[src/rtl/dtp_pkg.sv]
package dtp_pkg;

  // Table geometry and datapath widths
  localparam int ADDR_W    = 7;   // 128-entry sine table
  localparam int SAMPLE_W  = 7;   // 7-bit samples
  localparam int FRAC_BITS = 3;   // fractional accumulator bits
  localparam int DUTY_W    = 8;   // PWM resolution
  localparam int STEP_W    = 8;   // step width input

  // Strobes and count from control to datapath
  typedef struct packed {
    logic              tick;    // period boundary (last enabled clock of a period)
    logic              run;     // block enabled this clock
    logic [DUTY_W-1:0] triCnt;  // triangle count 0..255..1
  } ctrl_t;

  // Quarter wave: round(63 * sin(pi*k/64)), k = 0..32
  function automatic logic [5:0] quarterSine(input logic [5:0] k);
    logic [5:0] q;
    case (k)
      6'd0:  q = 6'd0;   6'd1:  q = 6'd3;   6'd2:  q = 6'd6;   6'd3:  q = 6'd9;
      6'd4:  q = 6'd12;  6'd5:  q = 6'd15;  6'd6:  q = 6'd18;  6'd7:  q = 6'd21;
      6'd8:  q = 6'd24;  6'd9:  q = 6'd27;  6'd10: q = 6'd30;  6'd11: q = 6'd32;
      6'd12: q = 6'd35;  6'd13: q = 6'd38;  6'd14: q = 6'd40;  6'd15: q = 6'd42;
      6'd16: q = 6'd45;  6'd17: q = 6'd47;  6'd18: q = 6'd49;  6'd19: q = 6'd51;
      6'd20: q = 6'd52;  6'd21: q = 6'd54;  6'd22: q = 6'd56;  6'd23: q = 6'd57;
      6'd24: q = 6'd58;  6'd25: q = 6'd59;  6'd26: q = 6'd60;  6'd27: q = 6'd61;
      6'd28: q = 6'd62;  6'd29: q = 6'd62;  default: q = 6'd63;
    endcase
    return q;
  endfunction

  // Full-period lookup built from the quarter wave by mirroring
  function automatic logic [SAMPLE_W-1:0] sineAt(input logic [ADDR_W-1:0] idx);
    logic [5:0] k;
    logic [5:0] kFold;
    logic [5:0] mag;
    k     = idx[ADDR_W-2:0];
    kFold = (k <= 6'd32) ? k : 6'(7'd64 - {1'b0, k});
    mag   = quarterSine(kFold);
    if (idx[ADDR_W-1]) return SAMPLE_W'(7'd63 - {1'b0, mag});
    else               return SAMPLE_W'(7'd64 + {1'b0, mag});
  endfunction

endpackage

[src/rtl/dtp_ctrl.sv]
module dtp_ctrl
  import dtp_pkg::*;
(
  input  logic  clk,
  input  logic  rstN,
  input  logic  enable,
  output ctrl_t ctrl
);

  localparam int TOP    = (1 << DUTY_W) - 1;   // 255
  localparam int PERIOD = 2 * TOP;             // 510 clocks
  localparam int PH_W   = $clog2(PERIOD);

  logic [PH_W-1:0] phase;
  logic            lastPhase;

  assign lastPhase = (phase == PH_W'(PERIOD - 1));

  always_ff @(posedge clk) begin
    if (!rstN)          phase <= '0;
    else if (enable)    phase <= lastPhase ? '0 : phase + 1'b1;
  end

  always_comb begin
    ctrl.run    = enable;
    ctrl.tick   = enable && lastPhase;
    ctrl.triCnt = (phase <= PH_W'(TOP)) ? DUTY_W'(phase)
                                        : DUTY_W'(PH_W'(PERIOD) - phase);
  end

  AST_PHASE_RANGE: assert property (@(posedge clk) disable iff (!rstN) phase < PH_W'(PERIOD));
  AST_IDLE_HOLD: assert property (@(posedge clk) disable iff (!rstN) !enable |=> $stable(phase));
  AST_TRI_BOTTOM: assert property (@(posedge clk) disable iff (!rstN) ctrl.tick |=> (ctrl.triCnt == '0));

endmodule

[src/rtl/dtp_tone.sv]
module dtp_tone
  import dtp_pkg::*;
#(
  parameter int STEP_WIDTH = STEP_W
) (
  input  logic                  clk,
  input  logic                  rstN,
  input  logic                  tick,
  input  logic [STEP_WIDTH-1:0] step,
  output logic [SAMPLE_W-1:0]   sample
);

  localparam int ACC_W     = ADDR_W + FRAC_BITS;   // index only sees these bits
  localparam int ROUND_ADD = 1 << (FRAC_BITS - 1);

  logic [ACC_W-1:0]  acc;
  logic [ADDR_W-1:0] index;

  // Rounded index from the pre-increment phase
  assign index  = ADDR_W'((acc + ACC_W'(ROUND_ADD)) >> FRAC_BITS);
  assign sample = sineAt(index);

  always_ff @(posedge clk) begin
    if (!rstN)     acc <= '0;
    else if (tick) acc <= acc + ACC_W'(step);
  end

  AST_ZERO_STEP_FREEZE: assert property (@(posedge clk) disable iff (!rstN) (tick && step == '0) |=> $stable(acc));
  AST_ACC_BETWEEN_TICKS: assert property (@(posedge clk) disable iff (!rstN) !tick |=> $stable(acc));

endmodule

[src/rtl/dtp_datapath.sv]
module dtp_datapath
  import dtp_pkg::*;
#(
  parameter int STEP_WIDTH = STEP_W
) (
  input  logic                  clk,
  input  logic                  rstN,
  input  ctrl_t                 ctrl,
  input  logic [STEP_WIDTH-1:0] stepLow,
  input  logic [STEP_WIDTH-1:0] stepHigh,
  output logic                  pwmOut,
  output logic                  sampleStrobe
);

  localparam int NUM_TONES = 2;
  localparam int LOW_IDX   = 0;
  localparam int MAX_S     = (1 << SAMPLE_W) - 1;
  localparam int MIX_MAX   = MAX_S + MAX_S - ((MAX_S + 2) >> 2);

  logic [STEP_WIDTH-1:0] steps  [NUM_TONES];
  logic [SAMPLE_W-1:0]   raw    [NUM_TONES];
  logic [DUTY_W-1:0]     shaped [NUM_TONES];
  logic [DUTY_W-1:0]     mixSum;
  logic [DUTY_W-1:0]     dutyActive;

  assign steps[0] = stepLow;
  assign steps[1] = stepHigh;

  for (genvar g = 0; g < NUM_TONES; g++) begin : g_tone
    dtp_tone #(.STEP_WIDTH(STEP_WIDTH)) u_tone (
      .clk    (clk),
      .rstN   (rstN),
      .tick   (ctrl.tick),
      .step   (steps[g]),
      .sample (raw[g])
    );
    if (g == LOW_IDX) begin : g_atten
      // s - round(s/4): about three quarters
      assign shaped[g] = DUTY_W'(raw[g]) - ((DUTY_W'(raw[g]) + DUTY_W'(2)) >> 2);
    end else begin : g_full
      assign shaped[g] = DUTY_W'(raw[g]);
    end
  end

  assign mixSum = shaped[0] + shaped[1];

  always_ff @(posedge clk) begin
    if (!rstN) begin
      dutyActive   <= '0;
      sampleStrobe <= 1'b0;
    end else begin
      sampleStrobe <= ctrl.tick;
      if (ctrl.tick) dutyActive <= mixSum;
    end
  end

  assign pwmOut = ctrl.run && (ctrl.triCnt < dutyActive);

  AST_DUTY_AT_BOUNDARY: assert property (@(posedge clk) disable iff (!rstN) !ctrl.tick |=> $stable(dutyActive));
  AST_STROBE_PULSE: assert property (@(posedge clk) disable iff (!rstN) sampleStrobe |=> !sampleStrobe);
  AST_MIX_CEILING: assert property (@(posedge clk) disable iff (!rstN) dutyActive <= DUTY_W'(MIX_MAX));
  AST_IDLE_NO_STROBE: assert property (@(posedge clk) disable iff (!rstN) !ctrl.run |=> !sampleStrobe);

endmodule

[src/rtl/dual_tone_pwm.sv]
module dual_tone_pwm
  import dtp_pkg::*;
#(
  parameter int STEP_WIDTH = STEP_W
) (
  input  logic                  clk,
  input  logic                  rstN,
  input  logic                  enable,
  input  logic [STEP_WIDTH-1:0] stepLow,
  input  logic [STEP_WIDTH-1:0] stepHigh,
  output logic                  pwmOut,
  output logic                  sampleStrobe
);

  ctrl_t ctrl;

  dtp_ctrl u_ctrl (
    .clk    (clk),
    .rstN   (rstN),
    .enable (enable),
    .ctrl   (ctrl)
  );

  dtp_datapath #(.STEP_WIDTH(STEP_WIDTH)) u_datapath (
    .clk          (clk),
    .rstN         (rstN),
    .ctrl         (ctrl),
    .stepLow      (stepLow),
    .stepHigh     (stepHigh),
    .pwmOut       (pwmOut),
    .sampleStrobe (sampleStrobe)
  );

  AST_PWM_QUIET_IDLE: assert property (@(posedge clk) disable iff (!rstN) !enable |-> !pwmOut);

endmodule

[config.mk]
export PLATFORM = sky130hd
export DESIGN_NAME = dual_tone_pwm
export DESIGN_NICKNAME = d
export VERILOG_FILES = /design/src/rtl/dtp_pkg.sv /design/src/rtl/dtp_ctrl.sv /design/src/rtl/dtp_tone.sv /design/src/rtl/dtp_datapath.sv /design/src/rtl/dual_tone_pwm.sv
export SDC_FILE = /design/constraint.sdc
export NUM_CORES = 1
export LEC_CHECK = 0
export ABC_AREA = 1
export ABC_CLOCK_PERIOD_IN_PS = 10970
export BUFFER_PORTS_ARGS = -buffer_cell sky130_fd_sc_hd__buf_2
export CORE_MARGIN = 1.5
export CORE_UTILIZATION = 28
export DETAILED_ROUTE_END_ITERATION = 12
export PLACE_DENSITY = 0.45
export SETUP_SLACK_MARGIN = 0.05
export SLEW_MARGIN = 10
export SYNTH_ARGS = -nofsm -noshare
export SYNTH_HDL_FRONTEND = slang
export SYNTH_HIERARCHICAL = 1
export SYNTH_SLANG_ARGS = --single-unit
[constraint.sdc]
create_clock -name clk -period 10.97 [get_ports clk]
set_input_delay 2.194 -clock clk [delete_from_list [all_inputs] [get_ports clk]]
set_output_delay 2.194 -clock clk [all_outputs]
set_load 0.05 [all_outputs]
# After elaboration in Yosys (flattened, before gate mapping)
# Memory sizes are Yosys's and may differ from the RTL's.
# Cells that the tools add are included.
[totals]
input_bits = 19
mem_bits_ro = 384
memories = 2
ff_bits = 38
wordCells = 37
out_inout_bits = 2
[op_classes]
n_eq_ne = 1
magnitude_cmp = 4
reduce_logical = 2
addsub = 15
muxes = 8
[mem_list]
columns = ["memory", "depth", "word_bits", "rd", "rd_clocked_by_memory_dff", "write_ports", "line", "rtl"]
rows = [
  ["(no name shown)", 32, 6, 1, 0, 0, "dtp_pkg.sv:20", "case (k)"],
  ["(no name shown)", 32, 6, 1, 0, 0, "dtp_pkg.sv:20", ""],
]
[op_table]
columns = ["cell", "count"]
rows = [
  ["2-to-1 mux 6 bit", 4],
  ["adder 10 x 3 -> 10 bit, second input constant", 2],
  ["adder 10 x 8 -> 10 bit", 2],
  ["adder 7 x 6 -> 7 bit, first input constant", 2],
  ["2-to-1 mux 7 bit", 2],
  ["subtractor 6 x 6 -> 7 bit, first input constant", 2],
  ["less-or-equal comparator 6 bit, second input constant", 2],
  ["subtractor 1 x 6 -> 6 bit, first input constant", 2],
  ["adder 9 x 1 -> 9 bit, second input constant", 1],
  ["equality test 9 bit, second input constant", 1],
  ["less-or-equal comparator 9 x 8 -> 1 bit, second input constant", 1],
  ["2-to-1 mux 9 bit", 1],
  ["adder 7 x 2 -> 8 bit, second input constant", 1],
  ["adder 8 x 7 -> 8 bit", 1],
  ["< comparator 8 bit", 1],
  ["2-to-1 mux 8 bit", 1],
  ["subtractor 7 x 6 -> 8 bit", 1],
  ["subtractor 8 bit, first input constant", 1],
  ["logical AND 1 bit", 2],
]

# Logic depth before layout (Yosys ltp)
# An unclocked memory read counts as a cell.
[logic_depth]
word_depth = 10
ltp_mapped = 34
ltp_nobuf = 33

# Hierarchy
# The synthesis kept the hierarchy.
[by_module_without_submodules]
columns = ["mod", "n_inst", "cells_each", "seq_area_each_um2", "area_each_um2"]
rows = [
  ["dtp_tone at u_datapath.g_tone[0].u_tone", 1, 245, 200.2, 1522.7],
  ["dtp_tone at u_datapath.g_tone[1].u_tone", 1, 250, 200.2, 1497.7],
  ["dtp_datapath", 1, 155, 180.2, 1076.0],
  ["dtp_ctrl", 1, 109, 180.2, 721.9],
]

# Least setup slack after synthesis
# OpenSTA, ideal clock, no wires.
[synth_timing]
kind = "input to output"
from = "in enable"
to = "out pwmOut"
path_buffers = 1
slack_ns = 5.467
t_required_ns = 8.776
t_arrival_ns = 3.309
cell_stages = 5
path_cell_list = "buf_4 inv_1 a211oi_1 o21ai_0 a21oi_1"
[synth_between]
elab_chain_len = 1
[synth_lines]
columns = ["element", "line", "rtl"]
rows = [
  ["start: declaration", "dual_tone_pwm.sv:8", "input logic enable,"],
  ["logical AND 1 bit", "dtp_datapath.sv:57", "assign pwmOut = ctrl.run && (ctrl.triCnt < dutyActive);"],
  ["end: declaration", "dual_tone_pwm.sv:11", "output logic pwmOut,"],
]
# Every way passes these cells.

# Final worst setup path
# Ends and elaborated chain as after synthesis.

==> metrics.md <==
| Metric | Value |
|---|---|
| Synth Instances | `about 760` |
| Number of distinct library cells after synthesis | `between 40 and 50` |
| Number of buffer and inverter stages on the critical path | `3` |
| Floorplan die area | `between 15000 and 20000 µm²` |
| Clk root buf | `clkbuf_16` |
| Synth top area share | `0.1628` |
| Final max-slew violation count | `0` |
| Clock latency at the later pin of the worst-skew pair | `between 0.2 and 0.3 ns` |
| Final weighted congestion in routability-driven placement | `approximately 0.75` |
| Cell Area, Synth | `~4800 µm²` |
| Cell Pwr Density | `67.69 nW/µm²` |
| Total setup violations reported at the end of the flow | `0` |
| Global-route wire length before repair | `18880 µm` |
| Diode count | `0` |
| Leakage power | `2.842 nW` |
| Post-layout net count | `approximately 850` |
| RR Startpoint | `u_datapath/g_tone[0].u_tone/acc[2]` |
| Largest fanout on the critical path | `5` |
| Count of synthesis-stage warnings from yosys | `6` |
| Area grow syn2layout | `9.894%` |
| Clock Path Buffers | `2` |
| Clk sink count | `38` |
| Worst setup skew after layout | `between 0.005 and 0.006 ns` |
| Area occupied by registers | `~760 µm²` |
| Ratio of cells with drive above 1 in the final layout | `0.1276` |
| Final Critical Period | `roughly 5.2 ns` |
| Max Cap Violations | `0` |
| CTS resizes | `0` |
| First DRT Iteration DRCs | `189` |
| Setup repair after global routing missed its margin | `no` |
| Overall global routing resource usage | `0.1249` |
| CP max stage delay | `0.28 ns` |
| Global-route congestion overflow total | `0` |
| Capture endpoint of the worst hold path | `u_datapath/dutyActive[0]` |
| Worst Min Path Start | `u_datapath/dutyActive[0]` |
| Min-delay worst type | `reg2reg` |
| Multi-input gate area | `3457 µm²` |
| Worst Reg2Reg Path Length in Cells | `30` |
| Reg2Reg Capture Point | `u_datapath/dutyActive[4]` |
| Hold buffers post-CTS | `0` |
| Sequential area share after synthesis | `0.1579` |
| Routed vias/inst | `4.389` |
| Post-route standard cell area excluding fillers | `~5300 µm²` |
| Type of the worst setup path | `in2out` |
| Biggest area consumer among synthesized cells | `nand2_1` |
| Peak supply drop | `approximately 65 µV` |
| Number of routed nets with antenna violations | `0` |
| 1st-pass router iterations | `4` |
| Cell chain of the critical path | `buf_2 -> inv_1 -> a211oi_1 -> o21ai_0 -> a21oi_1 -> buf_2` |
| Synthesized Nets | `between 800 and 900` |
| Worst setup slack for register-to-register paths | `just over 6 ns` |
| Routed length per placed instance | `10.53 µm` |
| Number of fillers in the final layout | `1865` |
| Die extent in y | `roughly 130 µm` |
| Number of top-level pins | `21` |
| Largest net degree at the start of global routing | `26` |
| Element type at the critical path start | `input port` |
| Via count of the first global-routing pass | `4099` |
| Cell repeated most along the worst path | `buf_2` |
| Number of cell rows | `between 40 and 50` |
| Average size of a mapped cell | `between 6 and 7 µm²` |
| Via count of the routed design | `between 4000 and 5000` |
| Initial Util | `0.2885` |
| Req. time, crit path | `8.78 ns` |
| Critical-path top delay cell | `buf_2` |
| Number of port buffers | `20` |
| TritonCTS clock tree | `yes` |
| Number of antenna violations at the first check in global routing | `0` |
| Die X | `about 130 µm` |
| Reg clk slew, reported paths | `about 0.060 ns` |
| Delay-heaviest family, CP | `buffers and inverters` |
| Final routed DRC violation total | `0` |
| Core region area | `between 15000 and 20000 µm²` |
| Post-synthesis sequential element count | `38` |
| Outcome | `finished clean` |
| Data arrival time at the worst-slack endpoint | `3.04 ns` |
| Tightest Pin Transition | `about 0.76 ns` |
| Worst slew margin relative to its limit | `0.4889` |
| Worst hold path stage count | `2` |
| Power consumption | `around 360 µW` |
| Endpoint type of the worst setup path | `primary output` |
| Final worst-path cycle share | `0.4774` |
| Final count of hold timing violations | `0` |
| Routed WL | `between 10000 and 15000 µm` |
| Sum of negative setup slack | `0 ns` |
| Post-DP Area | `5096 µm²` |
| Setup bufs post-CTS | `0` |
| Half-perimeter wire length after detailed placement | `8378 µm` |
| Maximum achievable frequency | `191.0 MHz` |
| # H-tree levels | `2` |
| TritonCTS buffer count | `5` |
| Ranking of synthesized cells by area | `nand2_1 (16%), dfxtp_1 (16%), ha_1 (12%)` |
==> synthesized netlist by cell type (all sizes together) <==
master,count
nand2,239
inv,130
nand3,70
nor2,60
a21oi,53
ha,47
o21ai,40
dfxtp,38
xor2,24
nand4,12
buf,10
fa,8
nor3,5
xnor2,4
a21o,3
nand3b,3
clkbuf,2
clkinv,2
o2111ai,2
a211oi,1
a21boi,1
a31oi,1
and3,1
o211ai,1
o21bai,1
or2,1
==> worst register-to-register path, delay by kind of cell (launching register included) <==
family / cells / cell delay, ns
buffers and inverters: 4 / 0.22
DFF: 1 / 0.51
xor gates and xnor gates: 3 / 0.62
AOI/OAI and AO/OA: 2 / 0.24
and+or+nand+nor: 15 / 1.24
adders and majority gates: 6 / 1.90
==> metrics by stage <==
stage	cells	hold WS (ns)	util	setup slack (ns)
2_1_floorplan	759	0.4282	-	5.467
3_3_place_gp	988	0.4492	0.3051	5.735
3_5_place_dp	988	0.4552	0.3051	5.721
4_1_cts	996	0.4632	0.3171	5.714
5_1_grt	996	0.4781	0.3171	5.550
6_report	996	0.4614	0.3171	5.733
==> cell usage in the layout (no fill, tap or decap), drive strengths merged, types with 5 or more instances in the layout <==
cell type  instances
nor2              60
nor3               5
dfxtp             38
fa                 8
buf               21
clkbuf             6
nand2            239
xor2              24
o21ai             40
a21oi             53
nand4             12
ha                47
inv              130
nand3             70
==> layer usage <==
metal | global-route usage | share of wire | vias up
met5 | 0 | 0 | -
met4 | 0.02330 | 0.0068 | 0
met3 | 0.02003 | 0.021 | 4
met2 | 0.2017 | 0.44 | 31
met1 | 0.1764 | 0.54 | 1893
li1 | - | - | 2443
==> cell type report <==
class	count	share of cell area
clock inverters	2	0.01134
well taps	220	0.05198
multi-input cells	577	0.6529
repair buffers	21	0.02032
flip-flops and latches	38	0.1437
clock buffers	6	0.02623
inverters	132	0.09357
==> registers in the layout, indices dropped and copies added, names as in the netlist <==
register / count
u_datapath/dutyActive: 8
u_datapath/sampleStrobe: 1
u_datapath/g_tone.u_tone/acc: 20
u_ctrl/phase: 9
==> cells by family (layout without fill, tap and decap cells) <==
| group | Yosys count | count (layout) | synth area share |
|---|---|---|---|
| flops | 38 | 38 | 0.1579 |
| buf+inv | 144 | 161 | 0.1252 |
| simple gates | 391 | 391 | 0.3796 |
| compound gates | 103 | 103 | 0.1233 |
| xor+xnor | 28 | 28 | 0.05868 |
| fa+ha+maj | 55 | 55 | 0.1553 |
==> worst max path at each step <==
stage / start / to / slack [ns] / cells after the start
6_report: enable / pwmOut / 5.73 / 6
3_5_place_dp: enable / pwmOut / 5.72 / 6
2_1_floorplan: enable / pwmOut / 5.47 / 5
4_1_cts: enable / pwmOut / 5.71 / 6
5_1_grt: u_datapath/g_tone[0].u_tone/acc[2] / u_datapath/dutyActive[4] / 5.55 / 30
3_3_place_gp: enable / pwmOut / 5.74 / 6
==> report_power, final <==
group / total (mW) / switching (mW) / internal [mW]
logic: 0.0207 / 0.0128 / 0.00782
registers: 0.140 / 0.00126 / 0.139
clock network: 0.198 / 0.0613 / 0.137
total: 0.358 / 0.0754 / 0.283
(Power assumes the default switching activity.)
